### config.mk
export PLATFORM = sky130hd
export DESIGN_NAME = freq_disc_front
export DESIGN_NICKNAME = d
export VERILOG_FILES = /design/src/rtl/freq_disc_pkg.sv /design/src/rtl/disc_hist.sv /design/src/rtl/disc_diff.sv /design/src/rtl/disc_out_sel.sv /design/src/rtl/freq_disc_front.sv
export SDC_FILE = /design/constraint.sdc
export NUM_CORES = 1
export LEC_CHECK = 0
export ABC_CLOCK_PERIOD_IN_PS = 5400
export BUFFER_PORTS_ARGS = -buffer_cell sky130_fd_sc_hd__buf_2
export CAP_MARGIN = 20
export CORE_MARGIN = 3
export CORE_UTILIZATION = 33
export DETAILED_ROUTE_END_ITERATION = 8
export MAX_ROUTING_LAYER = met4
export SLEW_MARGIN = 15
export SYNTH_ARGS = -nofsm -noshare
export SYNTH_HDL_FRONTEND = slang
export SYNTH_HIERARCHICAL = 1
export SYNTH_SLANG_ARGS = --single-unit
### constraint.sdc
create_clock -name clk_i -period 5.4 [get_ports clk_i]
set_clock_uncertainty 0.15 [all_clocks]
set_input_delay 0.27 -clock clk_i [delete_from_list [all_inputs] [get_ports clk_i]]
set_output_delay 0.27 -clock clk_i [all_outputs]
set_load 0.01 [all_outputs]
### src/rtl/freq_disc_pkg.sv
package freq_disc_pkg;
  typedef enum logic [1:0] {
    SRC_DIFF  = 2'd0,
    SRC_MAG   = 2'd1,
    SRC_INPH  = 2'd2,
    SRC_INPH2 = 2'd3
  } src_e;
endpackage

### src/rtl/disc_hist.sv
module disc_hist #(
  parameter int W     = 18,
  parameter int DEPTH = 8,
  localparam int AW   = (DEPTH > 1) ? $clog2(DEPTH) : 1
) (
  input  logic          clk_i,
  input  logic          rst_ni,
  input  logic          shift_i,
  input  logic          clr_i,
  input  logic [W-1:0]  din_i,
  input  logic [AW-1:0] tap_sel_i,
  output logic [W-1:0]  tap_o
);
  logic [W-1:0] hist_q [DEPTH];

  for (genvar k = 0; k < DEPTH; k++) begin : g_stage
    if (k == 0) begin : g_head
      always_ff @(posedge clk_i or negedge rst_ni) begin
        if (!rst_ni)      hist_q[0] <= '0;
        else if (shift_i) hist_q[0] <= din_i;
        else if (clr_i)   hist_q[0] <= '0;
      end
    end else begin : g_body
      always_ff @(posedge clk_i or negedge rst_ni) begin
        if (!rst_ni)      hist_q[k] <= '0;
        else if (clr_i)   hist_q[k] <= '0;
        else if (shift_i) hist_q[k] <= hist_q[k-1];
      end
    end
  end

  // cleared history reads as zero in the clearing cycle
  assign tap_o = clr_i ? '0 : hist_q[tap_sel_i];

  if (DEPTH > 1) begin : g_chk
    assert_clear_empties_R9: assert property (@(posedge clk_i) disable iff (!rst_ni)
      $past(clr_i) |-> (hist_q[DEPTH-1] == '0));
  end

  assert_hold_no_shift_R10: assert property (@(posedge clk_i) disable iff (!rst_ni)
    (!$past(shift_i) && !$past(clr_i)) |-> (hist_q[0] == $past(hist_q[0])));
endmodule

### src/rtl/disc_diff.sv
module disc_diff #(
  parameter int W  = 18,
  parameter int SW = 2
) (
  input  logic [W-1:0]  cur_i,
  input  logic [W-1:0]  old_i,
  input  logic [SW-1:0] shift_i,
  output logic [W-1:0]  diff_o
);
  logic [W-1:0] delta;

  // full scale is one turn: dropping the carry is the modulo-2pi wrap
  always_comb begin
    delta  = cur_i - old_i;
    diff_o = delta << shift_i;
  end
endmodule

### src/rtl/disc_out_sel.sv
module disc_out_sel
  import freq_disc_pkg::*;
#(
  parameter int W = 18
) (
  input  logic         clk_i,
  input  logic         rst_ni,
  input  logic         load_i,
  input  src_e         src_i,
  input  logic [W-1:0] diff_i,
  input  logic [W-1:0] mag_i,
  input  logic [W-1:0] inph_i,
  output logic [W-1:0] data_o,
  output logic         vld_o
);
  logic [W-1:0] pick;

  always_comb begin
    unique case (src_i)
      SRC_DIFF: pick = diff_i;
      SRC_MAG:  pick = mag_i;
      default:  pick = inph_i;
    endcase
  end

  always_ff @(posedge clk_i or negedge rst_ni) begin
    if (!rst_ni) begin
      data_o <= '0;
      vld_o  <= 1'b0;
    end else begin
      vld_o <= load_i;
      if (load_i) data_o <= pick;
    end
  end
endmodule

### src/rtl/freq_disc_front.sv
module freq_disc_front
  import freq_disc_pkg::*;
#(
  parameter int W     = 18,
  parameter int DEPTH = 8,
  parameter int SW    = 2,
  localparam int AW   = (DEPTH > 1) ? $clog2(DEPTH) : 1
) (
  input  logic          clk_i,
  input  logic          rst_ni,
  input  logic          en_i,
  input  logic [AW-1:0] delay_i,
  input  logic [SW-1:0] mult_i,
  input  logic [1:0]    src_i,
  input  logic [W-1:0]  phase_i,
  input  logic          phase_vld_i,
  input  logic [W-1:0]  mag_i,
  input  logic [W-1:0]  inph_i,
  output logic [W-1:0]  out_o,
  output logic          out_vld_o
);
  logic [AW-1:0] delay_q;
  logic          accept;
  logic          clr;
  logic [W-1:0]  tap;
  logic [W-1:0]  diff;

  always_ff @(posedge clk_i or negedge rst_ni) begin
    if (!rst_ni) delay_q <= '0;
    else         delay_q <= delay_i;
  end

  assign accept = phase_vld_i & en_i;
  assign clr    = (delay_i != delay_q);

  disc_hist #(.W(W), .DEPTH(DEPTH)) u_hist (
    .clk_i     (clk_i),
    .rst_ni    (rst_ni),
    .shift_i   (accept),
    .clr_i     (clr),
    .din_i     (phase_i),
    .tap_sel_i (delay_i),
    .tap_o     (tap)
  );

  disc_diff #(.W(W), .SW(SW)) u_diff (
    .cur_i   (phase_i),
    .old_i   (tap),
    .shift_i (mult_i),
    .diff_o  (diff)
  );

  disc_out_sel #(.W(W)) u_sel (
    .clk_i  (clk_i),
    .rst_ni (rst_ni),
    .load_i (accept),
    .src_i  (src_e'(src_i)),
    .diff_i (diff),
    .mag_i  (mag_i),
    .inph_i (inph_i),
    .data_o (out_o),
    .vld_o  (out_vld_o)
  );

  assert_vld_follows_R2: assert property (@(posedge clk_i) disable iff (!rst_ni)
    out_vld_o == $past(phase_vld_i && en_i));

  assert_disabled_quiet_R8: assert property (@(posedge clk_i) disable iff (!rst_ni)
    !$past(en_i) |-> !out_vld_o);

  assert_hold_idle_R10: assert property (@(posedge clk_i) disable iff (!rst_ni)
    !$past(phase_vld_i && en_i) |-> $stable(out_o));

  assert_mag_bypass_R7: assert property (@(posedge clk_i) disable iff (!rst_ni)
    $past(phase_vld_i && en_i && src_i == 2'd1) |-> (out_o == $past(mag_i)));

  assert_inph_bypass_R7: assert property (@(posedge clk_i) disable iff (!rst_ni)
    $past(phase_vld_i && en_i && src_i[1]) |-> (out_o == $past(inph_i)));
endmodule

==> reports/metrics.cfg <==
[routing]
via_per_inst = 5.009
drt_wl_total_mm = 21.84
wl_per_cell_um = 15.81
drc = 0
antenna_left = 0
drt-initial-drc-count = 362
vias = 6918
firstDrtPassIters = 5

[yosys]
ys_seq_area_share_pct = 42.71
yosysMostFrequentCell = mux2i_1
synth_area_leader_cell = dfrtp_1
synth-main-ff-cell = dfrtp_1
synth_common_cells = 179 x mux2i_1, 166 x dfrtp_1, 162 x nor2_1, 38 x nand2b_1
syn_avg_cell_area_um2 = 10.85
async_flop_share_pct = 100.0
ys_top_cells_by_area = dfrtp_1 43%, mux2i_1 18%, mux4_2 7.2%
syn_nets = 979
syn-cell-area_um2 = 9726
yosys_warnings = 6
ys_types = 60
ys_ff_latch = 166
syn_inst = 896
synth_edf_count = 0
yosys.area.top_type_share_pct = 42.71

[grt]
use_met3_pct = 2.910
grt_pass1_wl_mm = 36.29
grt_util_all_layers_pct = 14.57
grt_use_met2_pct = 22.59
grt_max_degree = 117
antenna_found_initial = 0
use_met1_pct = 19.68
globalRouteOverflowTotal = 0
busiest_layer = met2
first_global_vias = 6902

[sta]
setup_viol = 0
max_slew_margin_pct = 39.56
rsz0062_at_grt = no
worstMarginPinSlew_ps = 906.7
fin_crit_ps = 4651
setup_tns_ps = 0
hold_viol_final = 0
fin_ws_ps = 748.8
period_share_pct = 86.13
slew_violations = 0
max_freq_ghz = 0.2150

[setup_path]
cp_common_cell = nor2_1
required_ps = 5570
arrival_ps = 4820
max_stage_delay_ps = 570
worst_setup_path_end_kind = flop
crit_chain = xnor2_1, nand3_4, buf_12, nor2_1, inv_1, ha_1, a211oi_1, o21ai_1, a31o_1, a221oi_2, xor2_1, nor2_1, o22a_1, mux2i_1, o211ai_1, dlygate4sd3_1
critical_path_class = reg -> reg
cp_slowest_cell = dlygate4sd3_1
cp-start-kind = flop
cp_max_fo = 77

[clock_network]
cts_sinks = 166
cts_root_buf = clkbuf_16
clk_pin_slew_ps = 70
cts_buffers = 17
cts_resized = 0
postCtsSetupBuffers = 0
h-tree-depth = 4
clk_latency_ps = 430
cts_buffer_depth = 2
cts_tree = yes

[floorplan]
die_y_um = 177.7
start_util_pct = 33.70
top_level_ports = 84
rows = 62
die_w_um = 177.7
core_um2 = 28860
die-area_um2 = 31570

[final_layout]
syn_to_final_growth_pct = 16.80
diodes = 0
nNetsFinal = 1067
layout-drive-gt1-share_pct = 18.15

[pwr]
irDropWorstVdd_v = 0.0001644
leakage_nw = 4.887
power.density_nw_per_um2 = 258.8
power_mw = 2.940

[place]
place_congestion = 0.8774
port_buffers = 83
place_ws_ps = 1206
dp_hpwl_mm = 14.49

[job]
maxCapViolCount = 0

[hold_path]
hp-class = in -> reg

[status]
outcome = finished, final reports clean

[cells in the final DEF, fill, tap and decap left out, types with 3 or more instances in the layout]
cell / instances
dlygate4sd3_1: 44
and2_1: 5
o21ai_1: 4
a211oi_1: 3
a31oi_1: 6
o211ai_1: 12
buf_4: 9
a21o_1: 6
buf_2: 82
a211oi_2: 3
o21a_1: 4
ha_1: 17
clkinv_4: 4
dfrtp_1: 166
xor2_1: 5
nand2_1: 31
clkinv_2: 3
inv_1: 23
o21ai_0: 27
nor2_1: 162
nor3_1: 3
nand2b_1: 38
clkbuf_16: 17
xnor2_1: 13
mux4_2: 31
mux4_1: 5
nand3_1: 25
mux2i_1: 179
inv_6: 3
a21oi_1: 13
o211ai_2: 10
[registers in the layout, summed over array words and instances, names as in the netlist]
register and cells:
delay_q 3, u_hist/hist_q 144, u_sel/data_o 18, u_sel/vld_o 1
[layer usage]
metal / vias to the layer above / part of all wire (%)
li1: 3333 / -
met2: 138 / 46
met1: 3425 / 48
met4: 0 / 1.4
met3: 22 / 4.0
met5: - / 0
[worst paths after layout]
path / slack (ps) / end / from / cells after the start
setup / recovery: 750 / u_sel/data_o[16]$_DFFE_PN0P_ / delay_q[0]$_DFF_PN0_ / 16
hold / removal: 20 / u_sel/data_o[15]$_DFFE_PN0P_ / mag_i[15] / 3
setup reg to reg: 750 / u_sel/data_o[16]$_DFFE_PN0P_ / delay_q[0]$_DFF_PN0_ / 16
hold reg to reg: 350 / u_sel/data_o[13]$_DFFE_PN0P_ / u_sel/data_o[13]$_DFFE_PN0P_ / 2
max in group asynchronous: 3770 / u_hist/hist_q[132]$_DFFE_PN0P_ / rst_ni / 3
min in group asynchronous: 130 / u_sel/data_o[11]$_DFFE_PN0P_ / rst_ni / 2
[power breakdown]
part / total, mW / leakage [nW] / internal, mW / switching (mW)
combinational: 0.458 / 2.33 / 0.198 / 0.260
clock: 1.19 / 0.287 / 0.668 / 0.520
sequential: 1.29 / 2.27 / 1.27 / 0.0193
[cell families after synthesis]
group,Yosys count,synth area share [%]
compound gates,110,8.594
xor+xnor,18,1.621
fa+ha+maj,18,2.393
buf+inv,92,5.056
flops,166,42.71
mux,216,27.07
simple gates,276,12.56
[area by class of cell]
type / count / area [µm²]
inverters: 23 / 86.33
repair buffers: 138 / 969.7
fillers: 2796 / 17500
clock buffers: 20 / 456.7
flip-flops and latches: 166 / 4154
multi-input cells: 638 / 5095
well taps: 384 / 480.5
clock inverters: 12 / 117.6
[repair_timing]
item,CTS,global route
hold buffers,44,0
endpoints found under the hold margin,62,0
setup endpoints to repair,0,0
[metrics by stage]
| step | util, % | instance area, µm² | hold WS (ps) | std cells |
|---|---|---|---|---|
| 6_report | 39.36 | 11360 | 20.17 | 1381 |
| 5_1_grt | 39.36 | 11360 | 11.61 | 1381 |
| 4_1_cts | 39.36 | 11360 | 0.9298 | 1381 |
| 3_5_place_dp | 35.85 | 10340 | 7.760 | 1305 |
| 2_1_floorplan | - | 9726 | -175.6 | 896 |
| 3_3_place_gp | 35.85 | 10340 | 11.75 | 1305 |
[worst max-delay path, delay by kind of cell (launching register included)]
kind / cells / cell delay, ps
AOI/OAI and AO/OA: 6 / 1350
xor gates and xnor gates: 2 / 450
adders and majority gates: 1 / 390
buffers and inverters: 3 / 1000
DFF: 1 / 380
muxes: 1 / 140
and+or+nand+nor: 3 / 630
Power figures use the tool's default switching activity.
